### src/rtl/bm_pkg.sv
`timescale 1ns/1ps
package bm_pkg;

  typedef enum logic [1:0] {
    SZ_LONG = 2'b00,
    SZ_WORD = 2'b01,
    SZ_BYTE = 2'b10,
    SZ_MBOX = 2'b11
  } bm_size_e;

  localparam int BM_LANES = 4;

  // transfers needed per long word
  function automatic int xfers(bm_size_e s);
    case (s)
      SZ_WORD: return 2;
      SZ_BYTE: return 4;
      default: return 1;
    endcase
  endfunction

  // lane index xor mask that realises each permutation
  function automatic logic [1:0] swap_mask(logic [1:0] m);
    case (m)
      2'b01:   return 2'd3;
      2'b10:   return 2'd2;
      2'b11:   return 2'd1;
      default: return 2'd0;
    endcase
  endfunction

endpackage

### src/rtl/bm_cfg_latch.sv
`timescale 1ns/1ps
module bm_cfg_latch (
  input  logic             clk,
  input  logic             rst,
  input  logic [1:0]       size_in,
  input  logic             endian_in,
  output bm_pkg::bm_size_e size_q,
  output logic             endian_q
);
  import bm_pkg::*;

  logic is_mbox;
  assign is_mbox = (size_in == 2'b11);

  always_ff @(posedge clk) begin
    if (rst) begin
      size_q   <= SZ_LONG;
      endian_q <= 1'b0;
    end else if (!is_mbox) begin
      size_q   <= bm_size_e'(size_in);
      endian_q <= endian_in;
    end
  end

  // a mailbox cycle leaves the stored width untouched
  p_mbox_keeps_cfg_r2: assert property (@(posedge clk) disable iff (rst)
    (size_in == 2'b11) |=> ($stable(size_q) && $stable(endian_q)));

endmodule

### src/rtl/bm_lane_swap.sv
`timescale 1ns/1ps
module bm_lane_swap #(
  parameter int LANE_W = 9
) (
  input  logic [bm_pkg::BM_LANES*LANE_W-1:0] din,
  input  logic [1:0]                         mode,
  output logic [bm_pkg::BM_LANES*LANE_W-1:0] dout
);
  localparam int LANES  = bm_pkg::BM_LANES;
  localparam int WORD_W = LANES * LANE_W;

  logic [1:0]        mask;
  logic [LANE_W-1:0] lane_in [LANES];

  assign mask = bm_pkg::swap_mask(mode);

  for (genvar i = 0; i < LANES; i++) begin : g_lane
    logic [1:0] src;
    assign lane_in[i] = din[WORD_W-1-i*LANE_W -: LANE_W];
    assign src        = 2'(i) ^ mask;
    assign dout[WORD_W-1-i*LANE_W -: LANE_W] = lane_in[src];
  end

endmodule

### src/rtl/bm_unpack.sv
`timescale 1ns/1ps
module bm_unpack #(
  parameter int LANE_W = 9
) (
  input  logic                               clk,
  input  logic                               rst,
  input  logic                               req,
  input  bm_pkg::bm_size_e                   size_q,
  input  logic                               endian_q,
  input  logic [1:0]                         swap_in,
  input  logic [bm_pkg::BM_LANES*LANE_W-1:0] fifo_data,
  input  logic                               fifo_empty,
  output logic                               fifo_pop,
  output logic [bm_pkg::BM_LANES*LANE_W-1:0] port_data
);
  import bm_pkg::*;
  localparam int LANES  = BM_LANES;
  localparam int WORD_W = LANES * LANE_W;

  logic [WORD_W-1:0] held, swapped, src, nxt;
  logic              live, fresh, fire, last;
  logic [1:0]        pos, pos_eff;
  bm_size_e          w_size;
  logic              w_end;
  int                n, k, base;

  bm_lane_swap #(.LANE_W(LANE_W)) u_swap (
    .din(fifo_data), .mode(swap_in), .dout(swapped));

  assign fresh    = !live || (size_q != w_size) || (endian_q != w_end);
  assign fire     = req && (!fresh || !fifo_empty);
  assign fifo_pop = req && fresh && !fifo_empty;
  assign pos_eff  = fresh ? 2'd0 : pos;
  assign src      = fresh ? swapped : held;

  always_comb begin
    n    = xfers(size_q);
    k    = LANES / n;
    base = endian_q ? (LANES - k) : 0;
    last = ((int'(pos_eff) + 1) == n);
    nxt  = port_data;
    for (int j = 0; j < LANES; j++) begin
      if (j >= base && j < base + k)
        nxt[WORD_W-1-j*LANE_W -: LANE_W] =
          src[WORD_W-1-(int'(pos_eff)*k + j - base)*LANE_W -: LANE_W];
    end
  end

  always_ff @(posedge clk) begin
    if (rst) begin
      port_data <= '0;
      held      <= '0;
      live      <= 1'b0;
      pos       <= 2'd0;
      w_size    <= SZ_LONG;
      w_end     <= 1'b0;
    end else if (fire) begin
      port_data <= nxt;
      live      <= !last;
      pos       <= last ? 2'd0 : pos_eff + 2'd1;
      if (fresh) begin
        held   <= swapped;
        w_size <= size_q;
        w_end  <= endian_q;
      end
    end
  end

  // no transfer, or nothing to fetch, leaves the port data alone
  p_read_ignored_r12: assert property (@(posedge clk) disable iff (rst)
    (!req || (fresh && fifo_empty)) |=> $stable(port_data));

  // an upper-lane byte read leaves the other three lanes as they were
  p_narrow_hold_r10: assert property (@(posedge clk) disable iff (rst)
    (fire && size_q == SZ_BYTE && !endian_q) |=> $stable(port_data[WORD_W-LANE_W-1:0]));

endmodule

### src/rtl/bm_pack.sv
`timescale 1ns/1ps
module bm_pack #(
  parameter int LANE_W = 9
) (
  input  logic                               clk,
  input  logic                               rst,
  input  logic                               req,
  input  bm_pkg::bm_size_e                   size_q,
  input  logic                               endian_q,
  input  logic [1:0]                         swap_in,
  input  logic [bm_pkg::BM_LANES*LANE_W-1:0] port_data,
  input  logic                               fifo_full,
  output logic                               fifo_push,
  output logic [bm_pkg::BM_LANES*LANE_W-1:0] fifo_data
);
  import bm_pkg::*;
  localparam int LANES  = BM_LANES;
  localparam int WORD_W = LANES * LANE_W;

  logic [WORD_W-1:0] acc, merged;
  logic              live, fresh, last, accept;
  logic [1:0]        pos, pos_eff, w_swap, swap_eff;
  bm_size_e          w_size;
  logic              w_end;
  int                n, k, base, lo;

  assign fresh     = !live || (size_q != w_size) || (endian_q != w_end);
  assign pos_eff   = fresh ? 2'd0 : pos;
  assign swap_eff  = fresh ? swap_in : w_swap;
  assign accept    = req && !(last && fifo_full);
  assign fifo_push = req && last && !fifo_full;

  always_comb begin
    n      = xfers(size_q);
    k      = LANES / n;
    base   = endian_q ? (LANES - k) : 0;
    lo     = int'(pos_eff) * k;
    last   = ((int'(pos_eff) + 1) == n);
    merged = fresh ? '0 : acc;
    for (int d = 0; d < LANES; d++) begin
      if (d >= lo && d < lo + k)
        merged[WORD_W-1-d*LANE_W -: LANE_W] =
          port_data[WORD_W-1-(base + d - lo)*LANE_W -: LANE_W];
    end
  end

  bm_lane_swap #(.LANE_W(LANE_W)) u_swap (
    .din(merged), .mode(swap_eff), .dout(fifo_data));

  always_ff @(posedge clk) begin
    if (rst) begin
      acc    <= '0;
      live   <= 1'b0;
      pos    <= 2'd0;
      w_swap <= 2'd0;
      w_size <= SZ_LONG;
      w_end  <= 1'b0;
    end else if (accept) begin
      acc  <= merged;
      live <= !last;
      pos  <= last ? 2'd0 : pos_eff + 2'd1;
      if (fresh) begin
        w_swap <= swap_in;
        w_size <= size_q;
        w_end  <= endian_q;
      end
    end
  end

  // never push into a full FIFO
  p_push_respects_full_r12: assert property (@(posedge clk) disable iff (rst)
    fifo_full |-> !fifo_push);

  // a long-width write completes a word by itself
  p_long_push_r6: assert property (@(posedge clk) disable iff (rst)
    (req && size_q == SZ_LONG && !fifo_full) |-> fifo_push);

  // the swap code stays frozen while a word is being gathered
  p_swap_frozen_r8: assert property (@(posedge clk) disable iff (rst)
    (req && !fresh) |=> $stable(w_swap));

endmodule

### src/rtl/bus_match_adapter.sv
`timescale 1ns/1ps
module bus_match_adapter #(
  parameter int LANE_W = 9,
  localparam int WORD_W = bm_pkg::BM_LANES * LANE_W
) (
  input  logic              clk,
  input  logic              rst,
  input  logic [1:0]        size_sel,
  input  logic              endian_sel,
  input  logic [1:0]        swap_sel,
  input  logic              rd_req,
  output logic [WORD_W-1:0] rd_data,
  input  logic [WORD_W-1:0] rdf_data,
  input  logic              rdf_empty,
  output logic              rdf_pop,
  input  logic              wr_req,
  input  logic [WORD_W-1:0] wr_data,
  output logic [WORD_W-1:0] wrf_data,
  output logic              wrf_push,
  input  logic              wrf_full
);
  bm_pkg::bm_size_e size_q;
  logic             endian_q, mbox, rd_go, wr_go;

  assign mbox  = (size_sel == 2'b11);
  assign rd_go = rd_req && !mbox;
  assign wr_go = wr_req && !mbox;

  bm_cfg_latch u_cfg (
    .clk(clk), .rst(rst), .size_in(size_sel), .endian_in(endian_sel),
    .size_q(size_q), .endian_q(endian_q));

  bm_unpack #(.LANE_W(LANE_W)) u_rd (
    .clk(clk), .rst(rst), .req(rd_go), .size_q(size_q), .endian_q(endian_q),
    .swap_in(swap_sel), .fifo_data(rdf_data), .fifo_empty(rdf_empty),
    .fifo_pop(rdf_pop), .port_data(rd_data));

  bm_pack #(.LANE_W(LANE_W)) u_wr (
    .clk(clk), .rst(rst), .req(wr_go), .size_q(size_q), .endian_q(endian_q),
    .swap_in(swap_sel), .port_data(wr_data), .fifo_full(wrf_full),
    .fifo_push(wrf_push), .fifo_data(wrf_data));

  // a mailbox cycle never touches either FIFO
  p_mbox_no_fifo_r2: assert property (@(posedge clk) disable iff (rst)
    (size_sel == 2'b11) |-> (!rdf_pop && !wrf_push));

endmodule

### config.mk
export PLATFORM = sky130hd
export DESIGN_NAME = bus_match_adapter
export DESIGN_NICKNAME = d
export VERILOG_FILES = /design/src/rtl/bm_pkg.sv /design/src/rtl/bm_cfg_latch.sv /design/src/rtl/bm_lane_swap.sv /design/src/rtl/bm_unpack.sv /design/src/rtl/bm_pack.sv /design/src/rtl/bus_match_adapter.sv
export SDC_FILE = /design/constraint.sdc
export NUM_CORES = 1
export LEC_CHECK = 0
export CORE_MARGIN = 3
export CORE_UTILIZATION = 65
export CTS_CLUSTER_DIAMETER = 30
export CTS_CLUSTER_SIZE = 10
export DETAILED_ROUTE_END_ITERATION = 10
export DONT_BUFFER_PORTS = 1
export HOLD_SLACK_MARGIN = 0.02
export MAX_ROUTING_LAYER = met4
export PLACE_DENSITY = 0.81
export SLEW_MARGIN = 25
export SYNTH_ARGS = -nofsm -noshare
export SYNTH_HDL_FRONTEND = slang
export SYNTH_SLANG_ARGS = --single-unit
### constraint.sdc
create_clock -name clk -period 15.6 [get_ports clk]
set_input_delay 2.34 -clock clk [delete_from_list [all_inputs] [get_ports clk]]
set_output_delay 2.34 -clock clk [all_outputs]
set_load 0.05 [all_outputs]
==> summary.txt <==
Timing
  – Worst-Margin Slew: 1.08 ns
  – Final worst path period share: 85.7%
  – Final count of hold timing violations: 0
  – Setup Viol. Count Final: 0
  – RSZ-0062 raised after global routing: false
  – Max Fclk: 74.8 MHz
  – Fin crit period: 13.36 ns
  – Max-slew headroom: 26.2%
  – Setup TNS: 0 ns
  – Final Max Slew Viols: 0
  – Worst Clk Skew: 0.0109 ns

Yosys
  – Post-synth top flop: dfxtp_1
  – Syn_area_per_cell: 7.23 sq um
  – Mapped Area: 0.0288 sq mm
  – Register area share after synthesis: 8.69%
  – EDFF count, synth: 0
  – Post-Syn Nets: 4332
  – Asr flop ratio synth: 0%
  – Yosys cell types: 96
  – YS warnings: 0
  – Synthesized flop and latch total: 125
  – Syn Inst Count: 3983

Clock network
  – Clock sink total: 125
  – CTS tree: yes
  – Inserted Clock Buffers: 17
  – Worst-path clk slew: 0.06 ns
  – Cts hold-fix bufs: 0
  – Clock H-tree levels: 4
  – Clock root buffer: clkbuf_16
  – Clk Latency, worst-skew pair: 0.45 ns
  – Deepest clock path buffer count: 2
  – Cts repair resizes: 0
  – Post-CTS Setup Inserts: 0

Setup path
  – CP arrival: 11.02 ns
  – Worst path slowest cell: a22oi_1
  – CP startpoint kind: flip-flop
  – Most used cell, CP: ha_1
  – WP data required: 13.26 ns
  – CP max FO: 37
  – CP endpoint kind: output pin
  – Setup CP Type: reg -> out
  – Worst R2R Path Depth: 29
  – CP max stage delay: 0.95 ns

Placement
  – RePlAce Congestion: 1.03
  – Dpl hpwl: 71.8 mm
  – Port bufs: 0
  – Cell Area, Placed: 0.0288 sq mm

Die
  – FP Rows: 76
  – Initial Util: 66.3%
  – Core ar.: 0.0435 sq mm
  – IO Pins: 157
  – Total Die Area: 0.0469 sq mm
  – Die height: 217 microns
  – Die X: 217 microns

Detailed routing
  – DRC violations left: 0
  – Detailed Route WL: 95.7 mm
  – Post-DR vias/cell: 7.04
  – First-pass DRT Iterations: 7
  – Initial DRC count: 4054
  – Wire length per cell: 22.1 microns
  – Routed Antenna Nets: 0
  – Routed vias: 30500

Power
  – Max rail drop VDD: 0.102 mV
  – Pwr/cell area: 95.2 mW/mm^2
  – Leakage: 0.0127 uW
  – Design Power: 2800 uW

GRT
  – Number of global-route vias before repair: 27200
  – Initial antenna violation count: 1
  – Largest net degree at the start of global routing: 103
  – Remaining Overflow, GRT: 0
  – Global-route wire length before repair: 150 mm
  – Total Routing Usage GR: 40.3%

Final layout
  – Design Area, Final: 0.0294 sq mm
  – Final net count: 4085
  – Layout cells sized above 1: 9.23%
  – Area Growth Syn to Fin: 2.18%

Status
  – Status: complete, no violations

Job
  – Max Cap Viol: 0

Worst hold path
  – Class of the worst hold path: reg -> reg
  – Hold Crit Depth: 2
[layer usage]
metal | global-route usage, % | wire length, microns | share of wire [%] | vias to the layer above
li1 | - | - | - | 14200
met1 | 55.0 | 38900 | 41 | 14100
met2 | 57.7 | 40600 | 42 | 1925
met3 | 9.66 | 12100 | 13 | 282
met4 | 15.4 | 4200 | 4.4 | 0
met5 | - | 0 | 0 | -
[cell usage after synthesis, types with 51 or more instances]
library cell	number	area share [%]
mux2_2	64	2.5
a21oi_1	344	6.0
nand2_1	427	5.6
xnor2_1	108	3.3
ha_1	237	10
a22oi_1	51	1.3
dfxtp_1	125	8.7
and2_1	51	1.1
mux4_2	124	9.7
inv_1	202	2.6
o21ai_0	207	3.6
a21o_1	63	1.6
nor3_1	103	1.8
a211oi_1	99	2.6
nand3_1	91	1.6
mux2i_1	201	7.0
clkbuf_1	260	3.4
nor2_1	451	5.9
[state kept, by name (all words and copies together) (netlist names)]
register and flops:
u_rd.port_data 36, u_rd.held 36, u_wr.w_size 2, u_wr.pos 2, u_wr.w_end 1, u_rd.w_end 1, u_rd.live 1, u_rd.w_size 2
u_cfg.endian_q 1, u_wr.live 1, u_wr.w_swap 2, u_rd.pos 2, u_wr.acc 36, u_cfg.size_q 2
[worst max-delay path: cells and delay by family, from the launching register on]
family          cells  cell delay, ns
simple gates        8            2.83
fa+ha+maj           5            1.40
flops               1            0.70
compound gates     10            3.62
buf+inv             3            1.17
mux                 1            0.20
xor+xnor            3            0.61
[area by class of cell]
type | count | area (sq um)
clock inverters | 13 | 144
inverters | 215 | 807
repair buffers | 53 | 398
multi-input cells | 3324 | 24400
diodes | 1 | 2.50
clock buffers | 18 | 439
well taps | 585 | 732
flip-flops and latches | 125 | 2500
fillers | 3827 | 14000
[through the flow]
step,instances,setup WS (ns),hold slack (ns),util [%]
after floorplan,3983,4.32,0.445,-
after global placement,4302,3.03,0.451,66.3
after detailed placement,4302,2.86,0.454,66.3
after CTS,4333,2.37,0.462,67.7
after global routing,4334,1.58,0.479,67.7
final,4334,2.24,0.465,67.7
[worst paths after layout]
kind,startpoint,endpoint,slack (ns)
max,u_cfg.endian_q$_SDFFE_PP0N_,wrf_data[8],2.24
min,u_wr.w_size[0]$_SDFFE_PP0P_,u_wr.w_size[0]$_SDFFE_PP0P_,0.47
max reg2reg,u_cfg.endian_q$_SDFFE_PP0N_,u_wr.acc[22]$_SDFFE_PP0P_,5.83
min reg2reg,u_wr.w_size[0]$_SDFFE_PP0P_,u_wr.w_size[0]$_SDFFE_PP0P_,0.47
[power breakdown]
group	total (uW)	leakage, uW	switching [uW]	internal (uW)
Combinational	2000	0.0114	1310	689
Sequential	396	0.00102	48.8	347
Clock	409	0.000274	171	239
[kinds of logic (layout without fill, tap and decap cells)]
family | count (synthesis) | after routing | synth area share [%]
other | 0 | 1 | 0
buffers and inverters | 534 | 299 | 7.08
multiplexers | 391 | 391 | 19.3
flip-flops | 125 | 125 | 8.69
AO/OA/AOI/OAI | 1159 | 1159 | 26.3
XOR/XNOR | 151 | 151 | 4.73
adder cells (fa/ha/maj) | 268 | 268 | 12.4
AND/OR/NAND/NOR | 1355 | 1355 | 21.5
[cell usage in the layout, fill, tap and decap left out, types with 13 or more instances in the layout]
cell type,n
nor2_1,449
nand2_1,427
a21oi_1,343
ha_1,232
o21ai_0,205
inv_1,202
mux2i_1,196
dfxtp_1,125
mux4_2,124
xnor2_1,102
nor3_1,102
a211oi_1,99
nand3_1,91
mux2_2,64
a21o_1,63
buf_4,53
and2_1,51
a22oi_1,51
a31oi_1,49
o211ai_1,42
xor2_1,39
and3_1,37
nor2b_1,33
o22ai_1,31
a32oi_1,29
nand2b_1,28
fa_1,26
o21bai_1,20
nand4_1,20
or3_1,18
or2_2,18
nor4_1,17
o21a_1,17
o31ai_1,17
clkbuf_16,17
o221ai_1,13
No activity file was read; power rests on OpenSTA's default activity.
